### src/rtl/dfx_pkg.sv
package dfx_pkg;

  typedef enum logic [2:0] {
    OP_NOP  = 3'd0,
    OP_COPY = 3'd1,
    OP_ADD  = 3'd2,
    OP_SUB  = 3'd3,
    OP_MUL  = 3'd4,
    OP_DIV  = 3'd5,
    OP_JUMP = 3'd6,
    OP_BAD  = 3'd7
  } op_e;

  typedef enum logic [1:0] {
    AM_CONST    = 2'd0,
    AM_DIRECT   = 2'd1,
    AM_INDIRECT = 2'd2,
    AM_RSVD     = 2'd3
  } amode_e;

endpackage

### src/rtl/dfx_progmem.sv
module dfx_progmem #(
  parameter int DEPTH = 16,
  parameter int WIDTH = 23,
  localparam int AW = $clog2(DEPTH)
) (
  input  logic             clk,
  input  logic             wr_en,
  input  logic [AW-1:0]    wr_addr,
  input  logic [WIDTH-1:0] wr_data,
  input  logic [AW-1:0]    rd_addr,
  output logic [WIDTH-1:0] rd_data
);

  logic [WIDTH-1:0] mem_q [DEPTH];

  // storage array, written only through the load port
  always_ff @(posedge clk) begin
    if (wr_en) begin
      mem_q[wr_addr] <= wr_data;
    end
  end

  assign rd_data = mem_q[rd_addr];

endmodule

### src/rtl/dfx_fieldfile.sv
module dfx_fieldfile #(
  parameter int N = 8,
  parameter int W = 16,
  localparam int IW = $clog2(N)
) (
  input  logic              clk,
  input  logic              rst_n,
  input  logic              we,
  input  logic [IW-1:0]     waddr,
  input  logic [W-1:0]      wdata,
  output logic [N-1:0][W-1:0] fields
);

  logic [N-1:0][W-1:0] fields_q;
  logic [N-1:0][W-1:0] fields_d;

  always_comb begin
    fields_d = fields_q;
    if (we) begin
      fields_d[waddr] = wdata;
    end
  end

  always_ff @(posedge clk or negedge rst_n) begin
    if (!rst_n) begin
      fields_q <= '0;
    end else if (we) begin
      fields_q <= fields_d;
    end
  end

  assign fields = fields_q;

  // a granted write lands in the addressed field on the next edge
  assert_write_lands_R6: assert property (@(posedge clk) disable iff (!rst_n)
    we |=> fields_q[$past(waddr)] == $past(wdata));

  // nothing moves in the file without a write grant
  assert_no_write_no_change_R11: assert property (@(posedge clk) disable iff (!rst_n)
    !we |=> $stable(fields_q));

endmodule

### src/rtl/dfx_operand.sv
module dfx_operand
  import dfx_pkg::*;
#(
  parameter int N       = 8,
  parameter int W       = 16,
  parameter int OW      = 8,
  parameter bit IS_DEST = 1'b0,
  localparam int IW = $clog2(N)
) (
  input  amode_e              mode,
  input  logic [OW-1:0]       opnd,
  input  logic [N-1:0][W-1:0] fields,
  output logic [IW-1:0]       idx,
  output logic [W-1:0]        val,
  output logic                ok
);

  logic [IW-1:0] ptr;
  assign ptr = opnd[IW-1:0];

  always_comb begin
    unique case (mode)
      AM_INDIRECT: idx = fields[ptr][IW-1:0];
      default:     idx = ptr;
    endcase
  end

  generate
    if (IS_DEST) begin : g_dest
      assign ok  = (mode == AM_DIRECT) || (mode == AM_INDIRECT);
      assign val = fields[idx];
    end else begin : g_src
      assign ok  = (mode != AM_RSVD);
      assign val = (mode == AM_CONST) ? W'(opnd) : fields[idx];
    end
  endgenerate

endmodule

### src/rtl/dfx_alu.sv
module dfx_alu
  import dfx_pkg::*;
#(
  parameter int W = 16
) (
  input  op_e          op,
  input  logic [W-1:0] dst_val,
  input  logic [W-1:0] src_val,
  output logic [W-1:0] res,
  output logic         arith,
  output logic         div_zero
);

  logic [2*W-1:0] prod;
  assign prod = (2*W)'(dst_val) * (2*W)'(src_val);

  always_comb begin
    res      = src_val;
    arith    = 1'b1;
    div_zero = 1'b0;
    unique case (op)
      OP_COPY: res = src_val;
      OP_ADD:  res = dst_val + src_val;
      OP_SUB:  res = dst_val - src_val;
      OP_MUL:  res = prod[W-1:0];
      OP_DIV: begin
        if (src_val == '0) begin
          div_zero = 1'b1;
          res      = dst_val;
        end else begin
          res = dst_val / src_val;
        end
      end
      default: arith = 1'b0;
    endcase
  end

endmodule

### src/rtl/dfx_core.sv
module dfx_core
  import dfx_pkg::*;
#(
  parameter int NUM_FIELDS = 8,
  parameter int DATA_W     = 16,
  parameter int OPND_W     = 8,
  parameter int PROG_DEPTH = 16,
  localparam int IDX_W   = $clog2(NUM_FIELDS),
  localparam int PC_W    = $clog2(PROG_DEPTH),
  localparam int INSTR_W = 2 * OPND_W + 7
) (
  input  logic               clk,
  input  logic               rst_n,
  input  logic               load_en,
  input  logic [PC_W-1:0]    load_addr,
  input  logic [INSTR_W-1:0] load_instr,
  input  logic               run,
  input  logic [IDX_W-1:0]   peek_sel,
  output logic [DATA_W-1:0]  peek_data,
  output logic [PC_W-1:0]    pc,
  output logic               err
);

  logic [PC_W-1:0]    pc_q, pc_d;
  logic               err_q, err_d;
  logic [INSTR_W-1:0] instr;
  logic [NUM_FIELDS-1:0][DATA_W-1:0] fields;

  op_e                op;
  amode_e             smode, dmode;
  logic [OPND_W-1:0]  sopnd, dopnd;
  logic signed [OPND_W-1:0] jump_off;

  logic [IDX_W-1:0]   src_idx, dst_idx;
  logic [DATA_W-1:0]  src_val, dst_val, alu_res;
  logic               src_ok, dst_ok, alu_arith, div_zero;
  logic               step, is_jump, fault, we;

  // instruction store
  dfx_progmem #(.DEPTH(PROG_DEPTH), .WIDTH(INSTR_W)) u_prog (
    .clk     (clk),
    .wr_en   (load_en),
    .wr_addr (load_addr),
    .wr_data (load_instr),
    .rd_addr (pc_q),
    .rd_data (instr)
  );

  // field decode, opcode in the top bits
  assign op       = op_e'(instr[INSTR_W-1 -: 3]);
  assign smode    = amode_e'(instr[INSTR_W-4 -: 2]);
  assign sopnd    = instr[INSTR_W-6 -: OPND_W];
  assign dmode    = amode_e'(instr[OPND_W+1 -: 2]);
  assign dopnd    = instr[OPND_W-1:0];
  assign jump_off = $signed(sopnd);

  dfx_operand #(.N(NUM_FIELDS), .W(DATA_W), .OW(OPND_W), .IS_DEST(1'b0)) u_src (
    .mode   (smode),
    .opnd   (sopnd),
    .fields (fields),
    .idx    (src_idx),
    .val    (src_val),
    .ok     (src_ok)
  );

  dfx_operand #(.N(NUM_FIELDS), .W(DATA_W), .OW(OPND_W), .IS_DEST(1'b1)) u_dst (
    .mode   (dmode),
    .opnd   (dopnd),
    .fields (fields),
    .idx    (dst_idx),
    .val    (dst_val),
    .ok     (dst_ok)
  );

  dfx_alu #(.W(DATA_W)) u_alu (
    .op       (op),
    .dst_val  (dst_val),
    .src_val  (src_val),
    .res      (alu_res),
    .arith    (alu_arith),
    .div_zero (div_zero)
  );

  // execution control
  assign step    = run & ~load_en;
  assign is_jump = (op == OP_JUMP);
  assign we      = step & alu_arith & src_ok & dst_ok & ~div_zero;
  assign fault   = step & ((op == OP_BAD) |
                           (alu_arith & ~(src_ok & dst_ok)) |
                           (alu_arith & src_ok & dst_ok & div_zero));

  dfx_fieldfile #(.N(NUM_FIELDS), .W(DATA_W)) u_fields (
    .clk    (clk),
    .rst_n  (rst_n),
    .we     (we),
    .waddr  (dst_idx),
    .wdata  (alu_res),
    .fields (fields)
  );

  always_comb begin
    pc_d  = pc_q;
    err_d = err_q | fault;
    if (step) begin
      if (is_jump) begin
        pc_d = pc_q + PC_W'(jump_off);
      end else begin
        pc_d = pc_q + PC_W'(1);
      end
    end
  end

  always_ff @(posedge clk or negedge rst_n) begin
    if (!rst_n) begin
      pc_q  <= '0;
      err_q <= 1'b0;
    end else begin
      pc_q  <= pc_d;
      err_q <= err_d;
    end
  end

  assign pc        = pc_q;
  assign err       = err_q;
  assign peek_data = fields[peek_sel];

  assert_hold_when_idle_R2: assert property (@(posedge clk) disable iff (!rst_n)
    !(run && !load_en) |=> $stable(pc_q));

  assert_nonjump_advance_R10: assert property (@(posedge clk) disable iff (!rst_n)
    (run && !load_en && op != OP_JUMP) |=> pc_q == PC_W'($past(pc_q) + PC_W'(1)));

  assert_jump_no_write_R9: assert property (@(posedge clk) disable iff (!rst_n)
    (step && op == OP_JUMP) |-> !we);

  assert_divzero_flags_R8: assert property (@(posedge clk) disable iff (!rst_n)
    (step && op == OP_DIV && src_ok && dst_ok && src_val == '0) |=> err_q);

  assert_bad_dest_flags_R11: assert property (@(posedge clk) disable iff (!rst_n)
    (step && op inside {OP_COPY, OP_ADD, OP_SUB, OP_MUL, OP_DIV} &&
     !(dmode inside {AM_DIRECT, AM_INDIRECT})) |=> err_q);

  assert_err_sticky_R12: assert property (@(posedge clk) disable iff (!rst_n)
    err_q |=> err_q);

endmodule

### config.mk
export PLATFORM = sky130hd
export DESIGN_NAME = dfx_core
export DESIGN_NICKNAME = d
export VERILOG_FILES = /design/src/rtl/dfx_pkg.sv /design/src/rtl/dfx_progmem.sv /design/src/rtl/dfx_fieldfile.sv /design/src/rtl/dfx_operand.sv /design/src/rtl/dfx_alu.sv /design/src/rtl/dfx_core.sv
export SDC_FILE = /design/constraint.sdc
export NUM_CORES = 1
export LEC_CHECK = 0
export BUFFER_PORTS_ARGS = -buffer_cell sky130_fd_sc_hd__clkbuf_2
export CORE_MARGIN = 2
export CORE_UTILIZATION = 40
export CTS_CLUSTER_SIZE = 8
export DETAILED_ROUTE_END_ITERATION = 8
export HOLD_SLACK_MARGIN = 0.15
export SYNTH_ARGS = -nofsm -noshare
export SYNTH_HDL_FRONTEND = slang
export SYNTH_SLANG_ARGS = --single-unit
### constraint.sdc
create_clock -name clk -period 52.2 [get_ports clk]
set_input_delay 7.83 -clock clk [delete_from_list [all_inputs] [get_ports clk]]
set_output_delay 7.83 -clock clk [all_outputs]
set_load 0.01 [all_outputs]
==> results.ini <==
[die]
initial_utilization_pct=40.3
dieArea_um2=84900
rows=105
pin_count=55
die_w_um=291
die_h_um=291
core_um2=82000

[layout]
drive_gt1_share_pct=17.9
fillers=7748
multi_input_area_um2=19500
seq_area_um2=12000
final_nets=3463
area_delta_synth_final_pct=9.60

[routing]
top_layer_used=met5
drtIter0Drc=2495
wl_met3_um=7450
drtPass1Iterations=6
vias=25300
wire_per_inst_um=23.7
viasPerCell=5.97
drcViolationCount=0
routed_wirelength_um=100000
ant_nets=0
wl_met1_um=43900
wl_met2_um=45700

[logic_synthesis]
seq_area_frac_synth_pct=36.3
ys_warn_count=0
ys.flop_type=edfxtp_1
async_flop_share_pct=31.6
ys_types=113
synth_edf_count=288
syn-cell-area_um2=33000
synth_seq_cells=421
syn_nets=3423
avgSynthCellArea_um2=10.7
synthCells=3098

[sta]
setup_tns_ns=0
fmax_ghz=0.0212
rsz0062_at_grt=false
slew-limit-headroom_pct=18.4
fin_skew_ns=0.0432
slew_viol_final=0
min_period_ns=47.24
period_share_pct=90.5
finalSetupViolCount=0
worst_slew_pin_slew_ns=1.22
hold_viol_final=0

[placement]
portBuffers=49
dp_hpwl_um=69200
gp_congestion=0.940

[setup_path]
worstSetupPathType=reg -> reg
critPathRequiredTime_ns=52.68
critPathCaptureType=flop
worstReg2RegEnd=u_fields.fields[64]$_DFFE_PN0P_
reg2reg_depth=195
max_stage_delay_ns=0.88
worstPathArrival_ns=47.72
start_kind=flop
cpMaxStageDelayCell=a311oi_1
r2r_slack_ns=4.96
cp_common_cell=o21a_1
r2r-start=pc[2]$_DFFE_PN0P_
cp_max_fo=34

[clocking]
cts_max_level=2
cts_buffer_depth=3
cts_sinks=421
postCtsHoldBufs=0
cts_tree=done
clk_pin_slew_worst_paths_ns=0.05
cts_buffers=59
ctsResizeCount=0
postCtsSetupRepairBufs=0
clockRootBuffer=clkbuf_16
clk_latency_ns=0.64

[min_path]
min_to=err$_DFF_PN0_
whs_path_depth=1
holdCritPathClass=reg -> reg
min-delay-start=err$_DFF_PN0_

[global_route]
antenna_found_initial=5
grt_use_total_pct=23.5
grt_remaining_overflow=0
grt_pass1_vias=24800
grt_pass1_wl_um=154000
grt_max_degree=77

[outcome]
status=finished, final reports clean

[job]
maxCapViolations=0

sequential cells by signal, summed over array words and instances, names as in the netlist:
register         count
pc                   4
u_prog.mem_q       288
u_fields.fields    128
err                  1
cell type report:
cell class	instances	area share (%)
Multi-Input combinational cell	2281	53.8
Sequential cell	421	33.1
Clock buffer	85	4.35
Tap cell	1070	3.70
Inverter	250	2.61
Timing Repair Buffer	125	2.27
Clock inverter	4	0.214
Antenna cell	2	0.0138
stage by stage:
step	util, %	area [um2]	hold slack [ns]	setup WS, ns	instances
after detailed placement	42.1	34600	0.465	5.69	4147
after CTS	44.2	36200	0.485	5.48	4236
after global routing	44.2	36200	0.513	1.49	4236
final	44.2	36200	0.476	4.96	4238
after floorplan	-	33000	0.467	13.02	3098
after global placement	42.1	34600	0.475	6.08	4147
Yosys cell counts, types with 10 or more instances:
cell      count  area share [%]
clkbuf_1     73            0.83
nor4_1       12            0.23
nand4_1      11            0.21
o211ai_1     27            0.61
a211oi_1     21            0.48
a31oi_1      23            0.44
nand3_1      75             1.1
or3_1        18            0.34
and3_1       18            0.34
buf_6        17            0.58
o21bai_1     17            0.39
mux2_2      157             5.4
or2_2        13            0.25
a22oi_1      10            0.23
ha_1        209             7.9
xor2_1       22            0.58
buf_1        12            0.14
mux2i_1     101             3.1
nand2b_1     23            0.44
a21oi_1     155             2.3
buf_2        34            0.52
a21boi_0     13            0.30
fa_1         82             5.0
edfxtp_1    288              26
and2_1       31            0.59
inv_1       244             2.8
nand2_1     255             2.9
xnor2_1      80             2.1
a221oi_1     10            0.27
o21ai_1      22            0.33
dfrtp_1     133              10
nor3_1       80             1.2
o31ai_1      11            0.25
nor2b_1      17            0.32
o21ai_0     118             1.8
nor2_1      231             2.6
mux4_2      118             8.0
o21a_1       69             1.6
a21o_1       29            0.66
placed cells by master (no fill, tap or decap), types with 11 or more instances in the layout:
cell type / netlist / routed
and3_1: 18 / 18
o31ai_1: 11 / 11
nor3_1: 80 / 72
nand2_1: 255 / 255
or2_2: 13 / 13
a21oi_1: 155 / 155
mux2_2: 157 / 157
edfxtp_1: 288 / 288
nor2b_1: 17 / 15
dfrtp_1: 133 / 130
nand4_1: 11 / 11
o21ai_0: 118 / 117
xor2_1: 22 / 22
o21a_1: 69 / 69
clkbuf_2: 1 / 48
o21bai_1: 17 / 17
a211oi_1: 21 / 21
o21ai_1: 22 / 23
mux2i_1: 101 / 101
buf_4: 9 / 76
clkbuf_1: 73 / 26
a21o_1: 29 / 29
a21boi_0: 13 / 13
nand2b_1: 23 / 23
ha_1: 209 / 209
and2_1: 31 / 31
o211ai_1: 27 / 27
clkbuf_16: 0 / 59
fa_1: 82 / 82
mux4_2: 118 / 118
nor2_1: 231 / 223
a31oi_1: 23 / 21
or3_1: 18 / 18
xnor2_1: 80 / 80
inv_1: 244 / 244
nand3_1: 75 / 75
per-layer routing:
layer / up-vias / global-route usage (%)
met5: - / 0
met4: 6 / 7.12
met3: 206 / 3.90
met2: 939 / 37.4
met1: 12600 / 32.9
li1: 11500 / -
how the worst max path moves through the flow:
stage,start,endpoint,cells after the start
global route,pc[2]$_DFFE_PN0P_,u_fields.fields[64]$_DFFE_PN0P_,195
floorplan,pc[0]$_DFFE_PN0P_,u_fields.fields[0]$_DFFE_PN0P_,212
global placement,pc[2]$_DFFE_PN0P_,u_fields.fields[64]$_DFFE_PN0P_,195
finish,pc[2]$_DFFE_PN0P_,u_fields.fields[64]$_DFFE_PN0P_,195
CTS,pc[2]$_DFFE_PN0P_,u_fields.fields[64]$_DFFE_PN0P_,195
detailed placement,pc[2]$_DFFE_PN0P_,u_fields.fields[0]$_DFFE_PN0P_,195
cells by family (layout without fill, tap and decap cells):
logic type,Yosys count,after routing,share of synthesized area [%]
other,0,2,0
multiplexers,392,392,17.1
AO/OA/AOI/OAI,660,660,13.7
XOR/XNOR,108,108,3.11
flip-flops,421,421,36.3
adder cells (fa/ha/maj),291,291,12.9
buffers and inverters,396,464,5.14
AND/OR/NAND/NOR,830,830,11.7
critical path, delay by kind of cell (launching register included):
family | cells | cell delay, ns
DFF | 1 | 0.61
muxes | 6 | 1.72
and+or+nand+nor | 51 | 13.99
AOI/OAI and AO/OA | 119 | 24.96
buffers and inverters | 4 | 1.22
adders and majority gates | 15 | 4.49
Power is left out: the tool's default activity adds up to more than one toggle a clock period on the data nets, which glitch-free logic cannot reach.
